--- src/rtl/pi_chk_pkg.sv ---
package pi_chk_pkg;
  localparam int TUPLE_BYTES = 8;
  localparam int GUARD_W = 16;
  localparam int APP_W = 16;
  localparam int REF_W = 32;
  localparam int CHK_GUARD = 2;
  localparam int CHK_APP = 1;
  localparam int CHK_REF = 0;
  localparam logic [GUARD_W-1:0] GUARD_POLY = 16'h8BB7;

  typedef enum logic [2:0] {
    ST_OK      = 3'd0,
    ST_GUARD   = 3'd1,
    ST_APP     = 3'd2,
    ST_REF     = 3'd3,
    ST_INVALID = 3'd4
  } pi_status_e;

  typedef enum logic [1:0] {
    S_IDLE = 2'd0,
    S_RUN  = 2'd1,
    S_DONE = 2'd2
  } chk_state_e;
endpackage

--- src/rtl/pi_tuple_eval.sv ---
module pi_tuple_eval
  import pi_chk_pkg::*;
(
  input  logic [1:0]                 typ_i,
  input  logic [2:0]                 chk_i,
  input  logic [APP_W-1:0]           exp_app_i,
  input  logic [APP_W-1:0]           app_mask_i,
  input  logic [REF_W-1:0]           exp_ref_i,
  input  logic [GUARD_W-1:0]         calc_guard_i,
  input  logic [TUPLE_BYTES*8-1:0]   tuple_i,
  input  logic                       forgive_ok_i,
  output pi_status_e                 status_o
);
  logic [GUARD_W-1:0] st_guard;
  logic [APP_W-1:0]   st_app;
  logic [REF_W-1:0]   st_ref;
  logic               esc;

  assign st_guard = tuple_i[63:48];
  assign st_app   = tuple_i[47:32];
  assign st_ref   = tuple_i[31:0];

  assign esc = ((typ_i == 2'd1 || typ_i == 2'd2) && (st_app == '1)) ||
               ((typ_i == 2'd3) && (st_app == '1) && (st_ref == '1));

  always_comb begin
    status_o = ST_OK;
    if (!esc) begin
      if (chk_i[CHK_GUARD] && st_guard != calc_guard_i) begin
        if (!forgive_ok_i) status_o = ST_GUARD;
      end else if (chk_i[CHK_APP] && ((st_app & app_mask_i) != (exp_app_i & app_mask_i))) begin
        status_o = ST_APP;
      end else if (chk_i[CHK_REF] && st_ref != exp_ref_i) begin
        status_o = ST_REF;
      end
    end
  end
endmodule

--- config.mk ---
export PLATFORM = sky130hd
export DESIGN_NAME = pi_tuple_eval
export DESIGN_NICKNAME = d
export VERILOG_FILES = /design/src/rtl/pi_chk_pkg.sv /design/src/rtl/pi_tuple_eval.sv
export SDC_FILE = /design/constraint.sdc
export NUM_CORES = 1
export LEC_CHECK = 0
export BUFFER_PORTS_ARGS = -buffer_cell sky130_fd_sc_hd__buf_2
export CAP_MARGIN = 30
export CORE_ASPECT_RATIO = 0.75
export CORE_MARGIN = 4
export CORE_UTILIZATION = 32
export DETAILED_ROUTE_END_ITERATION = 16
export GPL_TIMING_DRIVEN = 0
export MAX_ROUTING_LAYER = met4
export PLACE_DENSITY_LB_ADDON = 0.15
export SLEW_MARGIN = 40
export SYNTH_ARGS = -nofsm -noshare
export SYNTH_HDL_FRONTEND = slang
export SYNTH_SLANG_ARGS = --single-unit
--- constraint.sdc ---
create_clock -name vclk -period 2
set_input_delay 0.1 -clock vclk [all_inputs]
set_output_delay 0.1 -clock vclk [all_outputs]
set_load 0.01 [all_outputs]
==> results of run 1 <==
## per-layer routing
| metal | global-route usage, % | vias up | share of wire (%) |
|---|---|---|---|
| met5 | - | - | 0 |
| met4 | 0.955 | 0 | 0.69 |
| met3 | 2.94 | 4 | 10 |
| met2 | 31.8 | 73 | 49 |
| met1 | 23.7 | 599 | 39 |
| li1 | - | 751 | - |
## critical path: cells and delay by family
kind,cells,cell delay [ns]
xor+xnor,1,0.15
buf+inv,2,0.29
simple gates,1,0.18
compound gates,3,0.73
## placed cells by master (no fill, tap or decap), types with 2 or more instances in the layout
| cell type | instances |
|---|---|
| buf_2 | 152 |
| xor2_1 | 48 |
| nand4_1 | 19 |
| xnor2_1 | 16 |
| nor4_1 | 10 |
| a22oi_1 | 8 |
| o21ai_0 | 2 |
## kinds of logic (layout without fill, tap and decap cells)
family          after synthesis  after routing  share of synthesized area (%)
other cells                   1              1                          0.409
fa+ha+maj                     1              1                           1.36
simple gates                 33             33                           22.1
compound gates               16             16                           13.8
xor+xnor                     64             64                           61.1
buf+inv                       2            154                           1.23
## worst max-delay path by stage
stage | slack, ns | cells after the start | startpoint | endpoint
3_3_place_gp | 0.44 | 6 | calc_guard_i[14] | status_o[0]
5_1_grt | 0.34 | 7 | tuple_i[6] | status_o[1]
4_1_cts | 0.44 | 6 | calc_guard_i[14] | status_o[0]
2_1_floorplan | 0.70 | 4 | calc_guard_i[8] | status_o[0]
6_report | 0.44 | 7 | tuple_i[41] | status_o[0]
3_5_place_dp | 0.45 | 6 | calc_guard_i[14] | status_o[0]
## power by group through the flow
stage	combinational, µW	clock [µW]	sequential [µW]
6_report	326	0	0
5_1_grt	361	0	0
4_1_cts	328	0	0
3_5_place_dp	326	0	0
3_3_place_gp	323	0	0
2_1_floorplan	129	0	0
## per-stage QoR
| step | total power, µW | hold slack, ns |
|---|---|---|
| 2_1_floorplan | 129 | 0.350 |
| 3_3_place_gp | 323 | 0.568 |
| 3_5_place_dp | 326 | 0.574 |
| 4_1_cts | 328 | 0.574 |
| 5_1_grt | 361 | 0.598 |
| 6_report | 326 | 0.568 |
## final cells by class
class | count | area share (%)
multi-input cells | 115 | 52.6
repair buffers | 152 | 44.2
inverters | 1 | 0.218
plain buffers | 1 | 0.436
well taps | 36 | 2.61
==> impl_results.md, run 1 <==
* Synth unique cells at 20
* Post-place instance area at 0.00172 mm²
* Drt wl/cell at 12.8 µm
* Drt drc at 0
* Worst vdd rail ir drop at approximately 0.0001 V
* Seq pwr share at 0%
* WHS Path Cells at 4
* Synth area leaders: xor2_1, xnor2_1, nand4_1
* Initial Util at approximately 34%
* Maxcap violations at 0
* Crit share post-route at 77.9%
* Global-route usage over all layers at a little under a fifth
* Final Max Tran Viols at 0
* Period minus WS final at 1.56 ns
* Post-Syn Nets at between 200 and 300
* Hold-fix buffers, CTS at 0
* Core ar. at approximately 0.0027 mm²
* Antenna violations before repair at 0
* Post-CTS setup buffer count at 0
* Fin. Hold Viols at 0
* Rows at 16
* Hold Crit Start: chk_i[1]
* Clkbuf count at 0
* Filler cells at 264
* Final WS setup at 0.442 ns
* Post-DRT Antenna Nets at 0
* Synth top cells by count: xor2_1, nand4_1, xnor2_1
* Internal power at around 190 µW
* Num sequential at 0
* Detailed Place HPWL at roughly 3700 µm
* Leading area contributor after synthesis: xor2_1
* Nets at 422
* # diodes at 0
* Critical Path Most Common Cell: buf_2
* Post-synth top area share at between 40% and 50%
* First-pass GRT wire length at about 5600 µm
* WP data required at 1.90 ns
* Critical path peak fanout at 2
* Switching share of power at 41.9%
* Area growth syn-to-layout at 87.9%
* RSZ-0062 raised after global routing: no
* Die height at approximately 54 µm
* Largest net degree at the start of global routing at 4
* I/O Buffers at between 150 and 200
* Pwr Density at about 190 mW/mm²
* Placed Instances at 305
* Post-Syn Area at roughly 920 µm²
* Vias in the first global route at 1273
* DRT Pass-1 Iters at 4
* Worst Hold Endpoint: status_o[1]
* Worst EP arrival at approximately 1.5 ns
* Finish-stage setup viols at 0
* CP endpoint kind: output pin
* Status: finished clean
* Worst hold path class: input pin to output pin
* Finished Layout Cells at a little over 300
* DRT iter0 DRCs at 38
* Finished Cell Area at ~0.0017 mm²
* Gate Count Post-Synth at 117
* Setup TNS at 0 ns
* Routed wire length at between 3000 and 4000 µm
* Register area at 0 µm²
* Syn Area/Cell at between 7 and 8 µm²
* Via/cell ratio at around 4.7
* Critical path type: input pin to output pin
* Sequential fraction of the synthesis area at 0%
* CP peak stage delay at ~0.26 ns
* DP Worst Slack at around 0.45 ns
* Comb pwr share at 100.0%
* Setup crit start kind: input pin
* # resized after CTS at 0
* Proportion of layout cells with a drive suffix above 1 at between 50% and 60%
* RD Place Congestion at ~0.87
* Cell leakage power at around 0.00092 µW
* Cell chain of the critical path: buf_2 > xor2_1 > a22oi_1 > nand4_1 > o21a_1 > o41ai_2 > buf_2
* Area of the multi-input gates at approximately 910 µm²
* Count leader, synth: xor2_1
* Clock power frac at 0%
* Ys Warns at 0
* FMAX at ~0.64 GHz
* Critical path's slowest cell: o41ai_2
* Top Ports at about 150
* Via count at ~1400
* Sw Pwr at approximately 140 µW
* Die Width at 69.8 µm
* Final Util at between 60% and 70%
* Grt ovf at 0
* Die area at roughly 0.0038 mm²
No activity file was read; power rests on OpenSTA's default activity.
==> run 2, diff against run 1 <==
- ABC_AREA: not set -> 1
- CORE_UTILIZATION: 32 -> 35
- clock period: 2 -> 1.53 ns (I/O delays scaled with it)
==> run 2 against run 1 <==
  * Synthesized cell count up 130%
  * Combinational power increased by 50%
  * Count of clock-buffer cells in the layout unchanged
  * Wire length up 12%
  * Largest power group unchanged
  * Synthesized area up 41%
  * Highest routed layer is now met3
  * Critical path depth grew 4
==> impl_results.md, run 2 <==
* Status: finished clean
* # diodes at 0 (unchanged)
* Leading area contributor after synthesis: nand2_1
* Commonest non-fill, non-tap cell in the layout: buf_2
* Period minus WS final at around 1.2 ns
* Register area at 0 µm² (unchanged)
* Cell chain of the critical path: buf_2 > nand2_1 > nor2_1 > nand3_1 > nor3_1 > nand3_1 > nand2_1 > nand2_1 > nand2_1 > a21oi_2 > buf_2
* Via count at 1966 (+38%)
* Count leader, synth: nand2_1
* Initial Util at 37.8% (+3.6 points)
* Critical path's slowest cell: nor3_1
* Area growth syn-to-layout at 63.6%
* Setup crit start kind: input pin
* Post-synth top area share at 29.3% (-17 points)
* RSZ-0062 raised after global routing: no
* Die height at 60.7 µm (+12%)
* Die area at 0.00475 mm² (+25%)
* # resized after CTS at 0 (unchanged)
* Cell leakage power at 0.00132 µW (+44%)
* Worst EP arrival at 1.12 ns (-0.34 ns)
* Via/cell ratio at 4.19 (-10%)
* Post-DRT Antenna Nets at 0 (unchanged)
* Routed wire length at 4350 µm (+12%)
* Worst vdd rail ir drop at 0.000138 V (+37%)
* Clkbuf count at 0 (unchanged)
* Post-Syn Nets at 418 (+56%)
* Rows at 18 (+2)
* Maxcap violations at 0 (unchanged)
* Total power at 488 µW (+50%)
* Critical path launch point: tuple_i[4]
* Syn Area/Cell at 4.85 µm² (-38%)
* Worst Hold Endpoint: status_o[1]
* Synth Area in Simple Gates at 62.1% (+40 points)
* Multiplexer area fraction after synthesis at 0% (unchanged)
* Drt wl/cell at 9.28 µm (-27%)
* Critical path type: input pin to output pin
* Vias in the first global route at 1648 (+29%)
* DRT Pass-1 Iters at 4 (unchanged)
* Leading cell types in the layout, fill and taps excluded: buf_2, nand2_1, nor2_1
* Fin. Hold Viols at 0 (unchanged)
* WP data required at 1.45 ns (-0.45 ns)
* Post-Syn Area at 0.00129 mm² (+41%)
* Proportion of layout cells with a drive suffix above 1 at 38.9% (-18 points)
* Sequential fraction of the synthesis area at 0% (unchanged)
* Post-CTS setup buffer count at 0 (unchanged)
* Global-route usage over all layers at 17.1% (-1.2 points)
* I/O Buffers at 152 (unchanged)
* Gate Count Post-Synth at 267 (+130%)
* RD Place Congestion at 0.780 (-10%)
* Detailed Place HPWL at 4140 µm (+11%)
* Drt drc at 0 (unchanged)
* CP bufs+invs at 2 (unchanged)
* Adder-Cell Fraction of Synth Area at 0.966% (-0.40 points)
* Filler cells at 369 (+40%)
* Critical Path Most Common Cell: nand2_1
* Num sequential at 0 (unchanged)
* Final Max Tran Viols at 0 (unchanged)
* Finish-stage setup viols at 0 (unchanged)
* FMAX at approximately 0.84 GHz
* Grt ovf at 0 (unchanged)
* Compound-gate portion of the synthesized area at 2.13% (-12 points)
* First-pass GRT wire length at 6630 µm (+19%)
* Hold-fix buffers, CTS at 0 (unchanged)
* CP endpoint kind: output pin
* Synth unique cells at 21 (+5.0%)
* Nets at 572 (+36%)
* CP peak stage delay at 0.20 ns (-0.06 ns)
* Pwr Density at 231 mW/mm² (+22%)
* WHS Path Cells at 4 (unchanged)
* Core ar. at 0.00342 mm² (+28%)
* Post-Synth XOR/XNOR Area at 22.3% (-39 points)
* Largest family of logic cells by synthesized area: simple AND/OR/NAND/NOR gates
* DRT iter0 DRCs at 34 (-11%)
* Top Ports at 153 (unchanged)
* Worst hold path class: input pin to output pin
* Ys Warns at 0 (unchanged)
* Crit share post-route at between 70% and 80%
* Setup TNS at 0 ns (unchanged)
* Synth area leaders: nand2_1, xnor2_1, nor2_1
* Hold Crit Start: chk_i[1]
* Critical path peak fanout at 2 (unchanged)
* Synth top cells by count: nand2_1, nor2_1, inv_1
* Antenna violations before repair at 0 (unchanged)
* Largest net degree at the start of global routing at 4 (unchanged)
* Die Width at 78.2 µm (+12%)
* CP delay by family, top: simple AND/OR/NAND/NOR gates
-- run 2: how the worst max path moves through the flow --
stage	end	slack, ns	cells after the start
2_1_floorplan	status_o[0]	0.61	9
3_3_place_gp	status_o[0]	0.33	11
3_5_place_dp	status_o[0]	0.32	11
4_1_cts	status_o[0]	0.31	11
5_1_grt	status_o[0]	0.19	11
6_report	status_o[0]	0.34	11
-- run 2: logic make-up after synthesis --
kind of cell / count (synthesis)
buffers and inverters: 41
other: 1
adders and majority gates: 1
AOI/OAI and AO/OA: 4
xor gates and xnor gates: 33
and+or+nand+nor: 187
-- run 2: metrics by stage --
step / instance area [µm²] / util (%) / setup WS, ns / hold WS, ns / cells
floorplan: 1290 / - / 0.608 / 0.263 / 267
global placement: 2120 / 61.9 / 0.329 / 0.503 / 469
detailed placement: 2120 / 61.9 / 0.321 / 0.510 / 469
CTS: 2120 / 61.9 / 0.309 / 0.510 / 469
global route: 2120 / 61.9 / 0.188 / 0.525 / 469
finish: 2120 / 61.9 / 0.337 / 0.505 / 469
-- run 2: cell type report --
| class | count | area [µm²] | area share (%) |
|---|---|---|---|
| multi-input cells | 226 | 1140 | 53.7 |
| repair buffers | 152 | 761 | 35.9 |
| plain buffers | 1 | 7.51 | 0.354 |
| inverters | 40 | 150 | 7.09 |
| well taps | 50 | 62.6 | 2.95 |
-- run 2: power by group --
part	leakage (µW)	internal (µW)	switching [µW]	total [µW]
Sequential	0	0	0	0
Combinational	0.00132	268	221	488
Clock	0	0	0	0
-- run 2: metal layers --
layer / part of all wire (%) / GRT usage (%) / vias to the layer above
li1: - / - / 1116
met1: 45 / 22.4 / 773
met2: 47 / 31.3 / 77
met3: 8.0 / 0.890 / 0
met4: 0 / 0 / 0
met5: 0 / - / -
-- run 2: tightest hold or removal path, stage by stage --
cell and delay [ns]:
buf_2 0.10, nand2_2 0.07, a21oi_2 0.04, buf_2 0.13
==> run 3, diff against run 2 <==
- CORE_UTILIZATION: 35 -> 32
- clock period: 1.53 -> 1 ns (I/O delays scaled with it)
==> run 3 against run 2 <==
  * The run now ends with negative setup slack left
  * Critical path depth fell by 1
  * Core utilization fell by 0.18 points
  * Via count rose by 3.6%
  * Setup slack got worse by 0.45 ns
  * Wire length rose by 11%
  * Non-clock buffer count rose by 2
  * Combinational power rose by 73%
  * Largest cell class unchanged
==> impl_results.md, run 3 (synthesized netlist as in run 2, its figures left out) <==
* Filler cells at 393 (+6.5%)
* Area growth syn-to-layout at 80.1%
* Period minus WS final at between 1 and 1.5 ns
* Maxcap violations at 0 (unchanged)
* Fin Hold WS at 0.432 ns (-0.0727 ns)
* Leading cell types in the layout, fill and taps excluded: buf_2, nand2_1, nor2_1
* Post-DRT Antenna Nets at 0 (unchanged)
* Die area at 0.00514 mm² (+8.3%)
* Finish-stage setup viols at 2 (+2)
* Global-route usage over all layers at 15.7% (-1.4 points)
* Rows at 19 (+1)
* Via/cell ratio at 4.30 (+2.7%)
* Die Width at 81.5 µm (+4.1%)
* Proportion of layout cells with a drive suffix above 1 at 45.4% (+6.5 points)
* WP data required at 0.95 ns (-0.50 ns)
* Largest net degree at the start of global routing at 4 (unchanged)
* Fin. Hold Viols at 0 (unchanged)
* Nets at 574 (+0.35%)
* Vias in the first global route at 1693 (+2.7%)
* Crit share post-route at 111%
* Via count at 2036 (+3.6%)
* Critical path type: input pin to output pin
* Setup crit start kind: input pin
* I/O Buffers at 152 (unchanged)
* Grt ovf at 0 (unchanged)
* Cell leakage power at 0.00139 µW (+4.8%)
* Worst EP arrival at 1.06 ns (-0.06 ns)
* Hold-fix buffers, CTS at 0 (unchanged)
* Clkbuf count at 0 (unchanged)
* Detailed Place HPWL at 4130 µm (-0.22%)
* Finished Cell Area at 0.00233 mm² (+10%)
* Max Used Layer: met3
* Top Ports at 153 (unchanged)
* Critical path peak fanout at 2 (unchanged)
* Die height at 63.1 µm (+4.0%)
* Routed wire length at 4810 µm (+11%)
* Drt wl/cell at 10.2 µm (+9.6%)
* Commonest non-fill, non-tap cell in the layout: buf_2
* First-pass GRT wire length at 6690 µm (+0.84%)
* Worst vdd rail ir drop at 0.000204 V (+48%)
* DRT Pass-1 Iters at 4 (unchanged)
* # diodes at 0 (unchanged)
* Num sequential at 0 (unchanged)
* CP endpoint kind: output pin
* Area of the multi-input gates at 0.00124 mm² (+8.7%)
* Failing checks: negative setup slack
* Status: finished, violations left
* RSZ-0062 raised after global routing: yes
* Final Max Tran Viols at 0 (unchanged)
* RD Place Congestion at 0.788 (+1.0%)
* Post-place instance area at 0.00212 mm² (+0.12%)
* Met3 routed WL at 446 µm (+27%)
* Worst hold path class: input pin to output pin
* Wl on met1 at 1930 µm (-0.36%)
* DRT iter0 DRCs at 48 (+41%)
* Initial Util at 34.3% (-3.6 points)
* Pwr Density at 362 mW/mm² (+57%)
* Met2 WL post-DR at 2430 µm (+18%)
* Drt drc at 0 (unchanged)
* Register area at 0 µm² (unchanged)
* FMAX at between 0.8 and 0.9 GHz
* Core ar. at 0.00378 mm² (+10%)
* Final WS setup at -0.114 ns (-0.451 ns)
* Antenna violations before repair at 0 (unchanged)
[run 3: power breakdown]
group	switching (µW)	internal, µW
clock	0	0
combinational	373	471
sequential	0	0
total	373	471
[run 3: path summary, 6_finish.rpt]
path / cells after the start / slack (ns) / from / endpoint
hold / removal: 4 / 0.43 / chk_i[0] / status_o[1]
setup / recovery: 10 / -0.11 / calc_guard_i[1] / status_o[1]
[run 3: timing repair]
action	4_1_cts	5_1_grt
gates resized for setup	22	22
pin swaps	21	20
gates cloned	0	0
setup endpoints to repair	2	2
setup buffers	1	1
[run 3: final cells by class]
class              instances  share of cell area (%)
well taps                 52                    2.79
plain buffers              1                   0.322
inverters                 40                    6.44
multi-input cells        226                    53.0
repair buffers           154                    37.4
[run 3: stage by stage]
step	setup slack [ns]	util [%]	TNS, ns	cells	power [µW]
2_1_floorplan	0.131	-	0	267	345
3_3_place_gp	-0.156	56.1	-0.305	471	737
6_report	-0.114	61.7	-0.218	473	843
4_1_cts	-0.0895	59.3	-0.176	472	798
5_1_grt	-0.231	61.7	-0.447	473	943
3_5_place_dp	-0.168	56.1	-0.329	471	753
[run 3: metal layers]
layer / vias to the layer above / GRT usage, %
li1: 1118 / -
met1: 839 / 19.7
met2: 79 / 28.8
met3: 0 / 1.28
met4: 0 / 0
met5: - / -
[run 3: critical path, stage by stage]
cell and delay [ns]:
buf_2 0.10, xor2_1 0.15, nor2_1 0.13, nand2_1 0.09, nor2_2 0.09, nand2_1 0.08
nand2_2 0.09, nand2_2 0.06, a21oi_2 0.08, buf_2 0.14
